==> config.mk <==
export PLATFORM = sky130hd
export DESIGN_NAME = step_trace_unit
export DESIGN_NICKNAME = d
export VERILOG_FILES = /design/src/rtl/step_trace_unit.sv
export SDC_FILE = /design/constraint.sdc
export NUM_CORES = 1
export LEC_CHECK = 0
export ABC_AREA = 1
export BUFFER_PORTS_ARGS = -buffer_cell sky130_fd_sc_hd__buf_2
export CAP_MARGIN = 20
export CORE_AREA = 3 3 300 302
export DETAILED_ROUTE_END_ITERATION = 7
export DIE_AREA = 0 0 303 305
export GPL_ROUTABILITY_DRIVEN = 0
export HOLD_SLACK_MARGIN = 0.15
export PLACE_DENSITY = 0.56
export SLEW_MARGIN = 20
export SYNTH_ARGS = -nofsm -noshare
export SYNTH_HDL_FRONTEND = slang
export SYNTH_SLANG_ARGS = --single-unit
export TNS_END_PERCENT = 30
==> constraint.sdc <==
create_clock -name clk -period 1.9 [get_ports clk]
set_input_delay 0.19 -clock clk [delete_from_list [all_inputs] [get_ports clk]]
set_output_delay 0.19 -clock clk [all_outputs]
set_load 0.02 [all_outputs]
==> src/rtl/step_trace_unit.sv <==
module step_trace_unit #(
  parameter int XLEN = 64,
  parameter int CNT_W = 64,
  parameter int PKT_INSN_W = 64,
  parameter int PKT_REG_W = 8,
  parameter logic [XLEN-1:0] RESET_PC = 64'h1000
) (
  input  logic                  clk,
  input  logic                  rst_n,
  input  logic                  cfg_cmp_en,
  input  logic                  irq_pending,
  output logic [XLEN-1:0]       cur_pc,
  input  logic                  in_valid,
  output logic                  in_ready,
  input  logic [31:0]           in_insn,
  input  logic                  dec_valid,
  input  logic                  redir_valid,
  input  logic [XLEN-1:0]       redir_pc,
  output logic [4:0]            rf_rs1_idx,
  output logic [4:0]            rf_rs2_idx,
  input  logic [XLEN-1:0]       rf_rs1_data,
  input  logic [XLEN-1:0]       rf_rs2_data,
  output logic                  pkt_valid,
  input  logic                  pkt_ready,
  output logic [CNT_W-1:0]      pkt_order,
  output logic [XLEN-1:0]       pkt_pc_rdata,
  output logic [XLEN-1:0]       pkt_pc_wdata,
  output logic [PKT_INSN_W-1:0] pkt_insn,
  output logic [PKT_REG_W-1:0]  pkt_rs1_addr,
  output logic [PKT_REG_W-1:0]  pkt_rs2_addr,
  output logic [XLEN-1:0]       pkt_rs1_rdata,
  output logic [XLEN-1:0]       pkt_rs2_rdata,
  output logic                  pkt_trap,
  output logic [CNT_W-1:0]      step_count
);
  localparam int IDX_W = 5;

  logic [XLEN-1:0]  pc_q;
  logic [CNT_W-1:0] ret_q;
  logic [CNT_W-1:0] step_q;
  logic accept, misalign, is_full;
  logic [XLEN-1:0] seq_pc, next_pc;

  assign in_ready   = !pkt_valid && !irq_pending;
  assign accept     = in_valid && in_ready;
  assign misalign   = pc_q[0] | (pc_q[1] & ~cfg_cmp_en);
  assign is_full    = (in_insn[1:0] == 2'b11);
  assign seq_pc     = pc_q + {{(XLEN-3){1'b0}}, is_full, ~is_full, 1'b0};
  assign next_pc    = redir_valid ? redir_pc : (misalign ? pc_q : seq_pc);
  assign rf_rs1_idx = in_insn[19:15];
  assign rf_rs2_idx = in_insn[24:20];
  assign cur_pc     = pc_q;
  assign step_count = step_q;

  always_ff @(posedge clk) begin
    if (!rst_n) begin
      pc_q          <= RESET_PC;
      ret_q         <= '0;
      step_q        <= '0;
      pkt_valid     <= 1'b0;
      pkt_order     <= '0;
      pkt_pc_rdata  <= '0;
      pkt_pc_wdata  <= '0;
      pkt_insn      <= '0;
      pkt_rs1_addr  <= '0;
      pkt_rs2_addr  <= '0;
      pkt_rs1_rdata <= '0;
      pkt_rs2_rdata <= '0;
      pkt_trap      <= 1'b0;
    end else if (accept) begin
      pkt_valid    <= 1'b1;
      pkt_order    <= ret_q;
      pkt_pc_rdata <= pc_q;
      pkt_pc_wdata <= next_pc;
      pc_q         <= next_pc;
      pkt_trap     <= misalign | ~dec_valid;
      if (misalign) begin
        pkt_insn      <= '0;
        pkt_rs1_addr  <= '0;
        pkt_rs2_addr  <= '0;
        pkt_rs1_rdata <= '0;
        pkt_rs2_rdata <= '0;
      end else begin
        pkt_insn      <= {{(PKT_INSN_W-32){1'b0}}, in_insn};
        pkt_rs1_addr  <= {{(PKT_REG_W-IDX_W){1'b0}}, rf_rs1_idx};
        pkt_rs2_addr  <= {{(PKT_REG_W-IDX_W){1'b0}}, rf_rs2_idx};
        pkt_rs1_rdata <= rf_rs1_data;
        pkt_rs2_rdata <= rf_rs2_data;
        step_q        <= step_q + 1'b1;
        if (dec_valid) ret_q <= ret_q + 1'b1;
      end
    end else if (pkt_ready) begin
      pkt_valid <= 1'b0;
    end
  end

  a_r8_irq_blocks: assert property (@(posedge clk) disable iff (!rst_n)
    irq_pending |-> !in_ready);

  a_r10_no_take_while_pending: assert property (@(posedge clk) disable iff (!rst_n)
    pkt_valid |-> !in_ready);

  a_r10_hold: assert property (@(posedge clk) disable iff (!rst_n)
    (pkt_valid && !pkt_ready) |=> (pkt_valid && $stable(pkt_pc_wdata)
                                   && $stable(pkt_order) && $stable(pkt_insn)));

  a_r2_no_step_on_misalign: assert property (@(posedge clk) disable iff (!rst_n)
    (accept && misalign) |=> ($stable(step_count) && pkt_trap));

  a_r9_step_on_aligned: assert property (@(posedge clk) disable iff (!rst_n)
    (accept && !misalign) |=> (step_count == $past(step_count) + 1'b1));

  a_r3_seq_pc: assert property (@(posedge clk) disable iff (!rst_n)
    (accept && !misalign && !redir_valid) |=>
      (cur_pc == $past(cur_pc) + (($past(in_insn[1:0]) == 2'b11) ? 4 : 2)));

  a_r4_redirect: assert property (@(posedge clk) disable iff (!rst_n)
    (accept && redir_valid) |=> (cur_pc == $past(redir_pc)));
endmodule

==> impl_metrics.tcl, run 1 <==
set metrics [dict create \
    p_seq_share_pct 39.6 \
    areaGrowthSynthToFinish_pct 48.1 \
    antenna_found_initial 10 \
    drive_gt1_share_pct 28.2 \
    stdcell_count 5696 \
    slew_viol_final 0 \
    p_clk_share_pct 43.2 \
    drt_iter0_drc 2081 \
    die-area_um2 92400 \
    dieWidth_um 303 \
    synth_flop_cell "dfxtp_1" \
    start_util_pct 26.3 \
    wl_per_cell_um 20.4 \
    ir_worst_vdd_mv 0.755 \
    worst_slew_pin_slew_ns 0.680 \
    grt_max_degree 175 \
    crit_required_ns 2.45 \
    power_density_nw_per_um2 809 \
    worst_slack_ns 0.0238 \
    endpoint_kind "flop" \
    placedCellCount 5329 \
    grt_overflow_total 0 \
    ys_types 43 \
    synth.most_common_cell "nor2_1" \
    min_path_type "input port to flop" \
    worstSetupPathType "flop to flop" \
    p_switching_mw 8.23 \
    p_total_mw 27.7 \
    whs_path_depth 6 \
    coreArea_um2 88000 \
    path_clk_slew_ns 0.06 \
    pin_count 773 \
    post_drt_via_cell_ratio 4.78 \
    clockBufferDepth 3 \
    htree_levels 2 \
    post_dp_cell_area_um2 29300 \
    yosys.area.top_type_share_pct 41.8 \
    clock-sinks 483 \
    worstSkewPairLatency_ns 0.64 \
    p_int_mw 19.5 \
    slew_headroom_pct 54.7 \
    finalSetupViolCount 0 \
    synth_commonest_cells "nor2_1 (683), nand2_1 (677), dfxtp_1 (483), a21oi_1 (252), inv_1 (247)" \
    hpwl_mm 90.6 \
    fp-row-count 109 \
    leakagePower_nw 15.0 \
    final_util_pct 39.0 \
    syn_inst 3377 \
    fin_crit_sh_pct 98.7 \
    rsz0062_at_grt "true" \
    vias 27234 \
    timing.final.crit_period_ns 1.88 \
    max_freq_mhz 533 \
    cts_tree "yes" \
    r2r_cells 12 \
    cts_buffers 58 \
    hold_viol 0 \
    routed_wl_mm 116 \
    drtAntennaViolNets 0 \
    place_ws_ns -0.502 \
    synth.avg_cell_area_um2 6.85 \
    critPathLaunchType "flop" \
    tns_ns 0 \
    io_buffers 734 \
    status "completed" \
    yosys-top-cells-area "dfxtp_1 (42%), nor2_1 (11%), nand2_1 (11%)" \
    root_buffer "clkbuf_16" \
    grt_pass1_vias 26184 \
    max_cap_viol_count 0 \
    fillers 9277 \
    pwr-share-comb_pct 17.2 \
    drc 0 \
    ys_warn_count 0 \
    switching_share_pct 29.7 \
    synth_area_um2 23100 \
    die_y_um 305 \
    ys_seq_area_share_pct 41.8 \
    design_area_um2 34300 \
    finalNetCount 4715 \
    synth_edf_count 0 \
    crit_fanout 5 \
    async_flop_share_pct 0 \
    seq_area_um2 9690 \
    yosysTopAreaCell "dfxtp_1" \
    grt_pass1_wl_mm 169 \
    timing.hold.ws_ns 0.209 \
    track_usage_pct 24.1 \
    synth-seq-cells 483 \
    critPathArrivalTime_ns 2.43 \
    drtPass1Iterations 8 \
    skew_ns 0.0291 \
    multi_input_area_um2 11500 \
]
## worst max-delay path: stages, from the launching register on
cell     delay [ns]
dfxtp_4        0.36
ha_4           0.14
fa_2           0.23
buf_6          0.12
nand2_4        0.06
nor2_4         0.21
nand2_2        0.12
nor2_1         0.12
buf_4          0.14
nand2_2        0.05
nand2_2        0.06
nand3_2        0.06
a21oi_2        0.13
## power by group through the flow
stage	clock network, mW	logic, mW	registers, mW
after floorplan	0	1.75	11.7
after global placement	0	4.27	11.2
after detailed placement	0	4.28	11.2
after CTS	12.3	4.73	11.0
after global routing	12.7	5.13	11.0
final	12.0	4.77	11.0
## logic make-up (layout without fill, tap and decap cells)
group                    Yosys count  in the layout  share of synthesized area, %
AND/OR/NAND/NOR                 1636           1636                          28.9
other                              1             48                        0.0162
buffers and inverters            523           1630                          10.7
AO/OA/AOI/OAI                    704            704                          17.4
XOR/XNOR                          25             25                         0.946
flip-flops                       483            483                          41.8
adder cells (fa/ha/maj)            5              5                         0.303
## sequential cells by signal, indices dropped and copies added, names as in the netlist
register       count
pkt_insn          24
pkt_rs1_addr       4
step_count        64
pkt_trap           1
ret_q             64
pkt_pc_wdata      64
cur_pc             1
pkt_rs1_rdata     64
pkt_valid          1
pkt_pc_rdata      64
pkt_rs2_rdata     64
pkt_rs2_addr       4
pkt_order         64
## worst paths after layout
path | from | end | slack, ns
max | pkt_pc_wdata[1] | pkt_pc_wdata[55] | 0.02
min | in_valid | ret_q[1] | 0.21
max reg2reg | pkt_pc_wdata[1] | pkt_pc_wdata[55] | 0.02
min reg2reg | pkt_order[37] | pkt_order[37] | 0.47
## per-layer routing
layer / track usage, % / vias up / wire length [um]
li1: - / 13137 / -
met1: 27.4 / 12647 / 44700
met2: 42.6 / 1208 / 56800
met3: 5.74 / 242 / 9440
met4: 10.3 / 0 / 5570
met5: 0 / - / 0
## cells in the final DEF, fill, tap and decap left out, drive strengths merged, types with 2 or more instances in the layout
cell	count
o21ai	247
a22oi	161
nor3	27
o21bai	21
and2	4
nor2	701
nor3b	6
nand4	45
a31oi	10
dfxtp	483
a21oi	253
conb	38
clkbuf	78
o211ai	6
ha	4
inv	257
bufinv	8
buf	1038
nor4	3
and3	4
diode	10
xnor2	7
dlygate4sd3	236
clkinv	11
xor2	18
nand2	682
clkinvlp	2
o21a	2
nand3b	3
nand3	159
## layout make-up
| type | instances | share of cell area [%] |
|---|---|---|
| inverters | 253 | 2.81 |
| repair buffers | 1274 | 25.1 |
| diodes | 10 | 0.0730 |
| clock buffers | 78 | 4.77 |
| well taps | 1165 | 4.25 |
| flip-flops and latches | 483 | 28.3 |
| multi-input cells | 2408 | 33.6 |
| clock inverters | 25 | 1.10 |
## timing repair
item,4_1_cts,5_1_grt
setup buffers,3,16
gates resized for setup,23,120
hold buffers,236,0
endpoints found under the setup margin,60,139
endpoints found under the hold margin,278,0
pin swaps,6,40
cloned,0,0
Note: power is estimated with default switching activity, not from simulation.
==> run 2, diff against run 1 <==
--- a/config.mk
+++ b/config.mk
@@ -5,15 +5,14 @@
 export SDC_FILE = /design/constraint.sdc
 export NUM_CORES = 1
 export LEC_CHECK = 0
-export ABC_AREA = 1
 export BUFFER_PORTS_ARGS = -buffer_cell sky130_fd_sc_hd__buf_2
 export CAP_MARGIN = 20
-export CORE_AREA = 3 3 300 302
+export CORE_AREA = 3 3 297 299
 export DETAILED_ROUTE_END_ITERATION = 7
-export DIE_AREA = 0 0 303 305
+export DIE_AREA = 0 0 300 302
 export GPL_ROUTABILITY_DRIVEN = 0
 export HOLD_SLACK_MARGIN = 0.15
-export PLACE_DENSITY = 0.56
+export PLACE_DENSITY = 0.54
 export SLEW_MARGIN = 20
 export SYNTH_ARGS = -nofsm -noshare
 export SYNTH_HDL_FRONTEND = slang
==> impl_metrics.tcl, run 2 <==
set metrics [dict create \
    status "finished with violations" \
    violations "negative setup slack" \
    syn_inst 2588 \
    synth_flop_cell "dfxtp_1" \
    coreArea_um2 85400 \
    final_cell_mix "buf_2 (735), dfxtp_1 (422), nand2_1 (367)" \
    path_clk_slew_ns 0.06 \
    synth_area_um2 21300 \
    worstSkewPairLatency_ns 0.66 \
    final_util_pct 41.5 \
    grt_overflow_total 0 \
    hold_viol 0 \
    critPathLaunchType "flop" \
    whs_endpoint "pkt_pc_wdata[37]" \
    endpoint_kind "flop" \
    post_drt_via_cell_ratio 5.00 \
    stdcell_count 5000 \
    synth.most_common_cell "dfxtp_1" \
    rsz0062_at_grt "true" \
    grt_max_degree 153 \
    die-area_um2 90600 \
    slew_headroom_pct 43.4 \
    clockBufferDepth 3 \
    drtPass1Iterations 7 \
    root_buffer "clkbuf_16" \
    wl_per_cell_um 20.7 \
    worstSetupPathType "flop to flop" \
    synth_edf_count 0 \
    crit_fanout 19 \
    cp_num_buf_inv 2 \
    dieWidth_um 300 \
    finalNetCount 4046 \
    track_usage_pct 20.9 \
    fp-row-count 107 \
    skew_ns 0.0837 \
    min_path_type "input port to flop" \
    drt_iter0_drc 1668 \
    io_buffers 734 \
    worst_slew_pin_slew_ns 0.850 \
    regToRegSetupSlack_ns -0.49 \
    final_common_cell "buf_2" \
    die_y_um 302 \
    drtAntennaViolNets 0 \
    yosys.area.top_type_share_pct 45.3 \
    pin_count 773 \
    whs_path_depth 5 \
    vias 24978 \
    areaGrowthSynthToFinish_pct 66.3 \
    slowest_stage "or4_4" \
    hold_start "rst_n" \
    grt_pass1_vias 23748 \
    max_stage_delay_ns 0.51 \
    fin_crit_sh_pct 126 \
    worst_slack_ns -0.489 \
    synth.avg_cell_area_um2 8.24 \
    start_util_pct 25.0 \
    cts_tree "yes" \
    crit_required_ns 2.44 \
    ys_types 73 \
    clock-sinks 483 \
    regToRegEndpoint "ret_q[49]" \
    ys_warn_count 0 \
    synth-seq-cells 483 \
    htree_levels 2 \
    async_flop_share_pct 0 \
    yosys-top-cells-area "dfxtp_1 (45%), nand2_1 (6.5%), a21oi_1 (5.9%)" \
    finalSetupViolCount 355 \
    placedCellCount 4575 \
    antenna_found_initial 14 \
    cts_buffers 57 \
    grt_pass1_wl_mm 148 \
    leakagePower_nw 15.0 \
    r2r_cells 7 \
    slew_viol_final 0 \
    hpwl_mm 70.2 \
    critPathArrivalTime_ns 2.93 \
    drive_gt1_share_pct 41.2 \
    synth_commonest_cells "dfxtp_1 (483), nand2_1 (371), a21oi_1 (251), nor2_1 (242), clkbuf_1 (174)" \
    power_density_nw_per_um2 737 \
    max_freq_mhz 419 \
    ir_worst_vdd_mv 0.690 \
    p_total_mw 26.1 \
    yosysTopAreaCell "dfxtp_1" \
    place_ws_ns -0.783 \
    max_cap_viol_count 0 \
    routed_wl_mm 103 \
    timing.final.crit_period_ns 2.39 \
    regToRegStartpoint "pkt_valid" \
    ys_seq_area_share_pct 45.3 \
    drc 0 \
    path_cells "nor3b_4 -> nand4_1 -> buf_6 -> or4_4 -> buf_12 -> or4_1 -> a21oi_1" \
    critPathTopFamily "simple AND/OR/NAND/NOR gates" \
]
==> run 2: cell types whose count changed after synthesis, moves of 27 or more <==
cell      change
o21ai_0     -187
or4_1        +76
nand4_1      +33
nand2_1     -306
nand3_1      -61
clkbuf_1     +68
nor2_1      -441
inv_1       -217
buf_2        -27
or3_1        +35
nor4_1       +29
and3_1       +28
o31ai_1      +61
==> run 2: kinds of logic after synthesis <==
group                      after synthesis  share of synthesized area [%]
AOI/OAI and AO/OA                      654                           19.9
xor gates and xnor gates                31                           1.27
adders and majority gates                5                          0.329
buffers and inverters                  347                           8.31
DFF                                    483                           45.3
muxes                                   10                          0.475
other                                    1                         0.0176
and+or+nand+nor                       1057                           24.4
==> run 2: layout make-up <==
cell class / count / area [um^2]
inverters: 30 / 120
flip-flops and latches: 483 / 9780
fillers: 8575 / 50000
well taps: 1144 / 1430
clock buffers: 75 / 1630
diodes: 6 / 15.0
repair buffers: 1442 / 10800
multi-input cells: 1795 / 11300
clock inverters: 25 / 394
==> run 2: worst min-delay path: cells and delay by family <==
family,cells,cell delay (ns)
AO/OA/AOI/OAI,2,0.21
AND/OR/NAND/NOR,1,0.11
buffers and inverters,2,0.25
==> run 2: metal layers <==
metal / global-route usage (%) / up-vias / share of wire (%) / routed length, um
li1: - / 11704 / - / -
met1: 25.2 / 12146 / 40 / 41700
met2: 37.1 / 961 / 50 / 51200
met3: 4.70 / 167 / 7.1 / 7320
met4: 6.27 / 0 / 3.0 / 3080
met5: 0 / - / 0 / 0
==> run 2: worst max-delay path by stage <==
stage	end	start	slack, ns	cells past startpoint
finish	ret_q[49]	pkt_valid	-0.49	7
global route	ret_q[47]	pkt_valid	-0.59	7
CTS	ret_q[49]	pkt_valid	-0.48	7
detailed placement	pkt_pc_wdata[61]	in_insn[0]	-0.78	10
global placement	pkt_pc_wdata[61]	in_insn[0]	-0.78	10
floorplan	pkt_pc_wdata[61]	pkt_pc_wdata[1]	-0.59	7
==> run 2: what timing repair did <==
item,CTS,global route
hold endpoints to repair,227,0
setup endpoints to repair,339,423
cloned,24,7
resized for setup,201,161
hold buffers,227,0
pin swaps,92,63
setup buffers,29,38
==> run 2: stage by stage <==
stage                     area, um^2  TNS (ns)  hold slack (ns)
final                          35500    -74.71            0.185
after detailed placement       28300   -100.65            0.411
after floorplan                21900    -22.63            0.312
after global routing           35500   -106.62            0.174
after global placement         28300    -94.78            0.411
after CTS                      34300    -67.18            0.155
==> run 2: power by group <==
group	internal [mW]	switching (mW)
clock	6.99	4.79
combinational	1.62	2.18
sequential	10.4	0.174
total	19.0	7.14
==> run 3, diff against run 2 <==
--- a/config.mk
+++ b/config.mk
@@ -7,12 +7,15 @@
 export LEC_CHECK = 0
 export BUFFER_PORTS_ARGS = -buffer_cell sky130_fd_sc_hd__buf_2
 export CAP_MARGIN = 20
-export CORE_AREA = 3 3 297 299
+export CELL_PAD_IN_SITES_DETAIL_PLACEMENT = 0
+export CELL_PAD_IN_SITES_GLOBAL_PLACEMENT = 1
+export CORE_AREA = 3 3 299 301
+export CTS_BUF_LIST = sky130_fd_sc_hd__clkbuf_4 sky130_fd_sc_hd__clkbuf_8
 export DETAILED_ROUTE_END_ITERATION = 7
-export DIE_AREA = 0 0 300 302
+export DIE_AREA = 0 0 302 304
 export GPL_ROUTABILITY_DRIVEN = 0
 export HOLD_SLACK_MARGIN = 0.15
-export PLACE_DENSITY = 0.54
+export PLACE_DENSITY = 0.68
 export SLEW_MARGIN = 20
 export SYNTH_ARGS = -nofsm -noshare
 export SYNTH_HDL_FRONTEND = slang
==> impl_metrics.tcl, run 3 (synthesis results as in run 2) <==
set metrics [dict create \
    multi_input_area_um2 11200 \
    clockBufferDepth 3 \
    worstSetupPathType "flop to flop" \
    rsz0062_at_grt "true" \
    leakagePower_nw 15.2 \
    pwr-share-comb_pct 14.7 \
    hold_viol 0 \
    cts_tree "yes" \
    regToRegSetupSlack_ns -0.47 \
    p_clk_share_pct 44.1 \
    slew_headroom_pct 24.9 \
    wl_per_cell_um 20.4 \
    cts_buffers 93 \
    grt_overflow_total 0 \
    grt_pass1_wl_mm 151 \
    antenna_found_initial 14 \
    finalNetCount 4097 \
    min_path_type "input port to flop" \
    slew_viol_final 0 \
    path_clk_slew_ns 0.06 \
    max_cap_viol_count 0 \
    die-area_um2 91800 \
    status "finished with violations" \
    grt_max_degree 176 \
    skew_ns 0.0476 \
    drtAntennaViolNets 0 \
    areaGrowthSynthToFinish_pct 66.8 \
    root_buffer "clkbuf_8" \
    htree_levels 3 \
    finalSetupViolCount 427 \
    grt_pass1_vias 24262 \
    seq_area_um2 9780 \
    post_drt_via_cell_ratio 4.92 \
    violations "negative setup slack" \
    p_total_mw 25.6 \
    critPathArrivalTime_ns 2.97 \
    timing.final.crit_period_ns 2.37 \
    fillers 8856 \
    clock-sinks 483 \
    critPathLaunchType "flop" \
    crit_required_ns 2.50 \
    p_int_mw 18.2 \
    max_freq_mhz 422 \
    drt_iter0_drc 1702 \
    fin_crit_sh_pct 125 \
    io_buffers 734 \
    dieWidth_um 302 \
    drtPass1Iterations 6 \
    switching_share_pct 28.7 \
    endpoint_kind "flop" \
    track_usage_pct 21.0 \
    power_density_nw_per_um2 720 \
    coreArea_um2 86900 \
    p_seq_share_pct 41.3 \
    fp-row-count 108 \
    routed_wl_mm 104 \
    crit_fanout 19 \
    final_util_pct 40.9 \
    pin_count 773 \
    ir_worst_vdd_mv 0.570 \
    drc 0 \
    hpwl_mm 70.5 \
    worst_slack_ns -0.468 \
    final_common_cell "buf_2" \
    worst_slew_pin_slew_ns 1.13 \
    die_y_um 304 \
    worstSkewPairLatency_ns 0.72 \
    vias 25094 \
    final_cell_mix "buf_2 (734), dfxtp_1 (421), nand2_1 (367)" \
    start_util_pct 24.5 \
    drive_gt1_share_pct 41.8 \
    p_switching_mw 7.36 \
]
==> run 3: cell count changes in the layout (fill, tap and decap cells not counted), moves of 8 or more <==
| cell | change |
|---|---|
| diode_2 | +8 |
| a22oi_1 | +21 |
| buf_6 | +13 |
| clkbuf_4 | +31 |
| clkbuf_8 | +103 |
| a22oi_2 | -21 |
| o21ai_0 | +11 |
| clkbuf_16 | -55 |
==> run 3: what timing repair did <==
action	in CTS	in global routing
cloned	21	12
setup buffers	24	40
hold buffers	229	0
pin swaps	54	60
setup endpoints to repair	344	445
endpoints found under the hold margin	239	0
resized for setup	157	166
==> run 3: critical path, cell delays in order, from the launching register on <==
cell     delay, ns
dfxtp_4       0.35
nor3b_4       0.18
buf_6         0.16
nand4_1       0.11
buf_6         0.15
or4_4         0.51
buf_12        0.17
or4_1         0.48
a21oi_2       0.13
==> run 3: worst paths after layout <==
path	start	end	depth (start not counted)
setup / recovery	pkt_valid	ret_q[49]	8
hold / removal	redir_pc[35]	pkt_pc_wdata[35]	4
setup reg to reg	pkt_valid	ret_q[49]	8
hold reg to reg	pkt_pc_rdata[34]	pkt_pc_rdata[34]	2
==> run 3: metal layers <==
metal | up-vias | track usage (%) | share of wire (%)
met5 | - | 0 | 0
met4 | 0 | 5.74 | 2.3
met3 | 159 | 4.92 | 7.6
met2 | 913 | 36.2 | 49
met1 | 12193 | 26.1 | 41
li1 | 11829 | - | -
==> run 3: power groups by stage <==
stage	Clock, mW	Combinational, mW	Sequential (mW)
final	11.3	3.76	10.6
after global routing	12.1	4.00	10.6
after CTS	11.6	3.48	10.5
after detailed placement	0	2.82	10.8
after global placement	0	2.82	10.8
after floorplan	0	1.26	11.1
==> run 3: area by class of cell <==
cell class,count,share of cell area [%]
tap,1155,4.06
multi-input combinational,1796,31.5
clock inverter,17,0.545
antenna,14,0.0985
timing repair buffer,1456,30.9
sequential,483,27.5
inverter,30,0.338
clock buffer,145,5.07
==> run 3: metrics by stage <==
step	area (um^2)	setup slack (ns)	instances	hold slack, ns	TNS (ns)
after floorplan	21900	-0.589	2625	0.312	-22.63
after global placement	28500	-0.786	4598	0.416	-104.93
after detailed placement	28500	-0.773	4598	0.422	-110.58
after CTS	34100	-0.459	5033	0.150	-62.70
after global routing	35500	-0.569	5092	0.188	-110.06
final	35600	-0.468	5096	0.234	-72.93
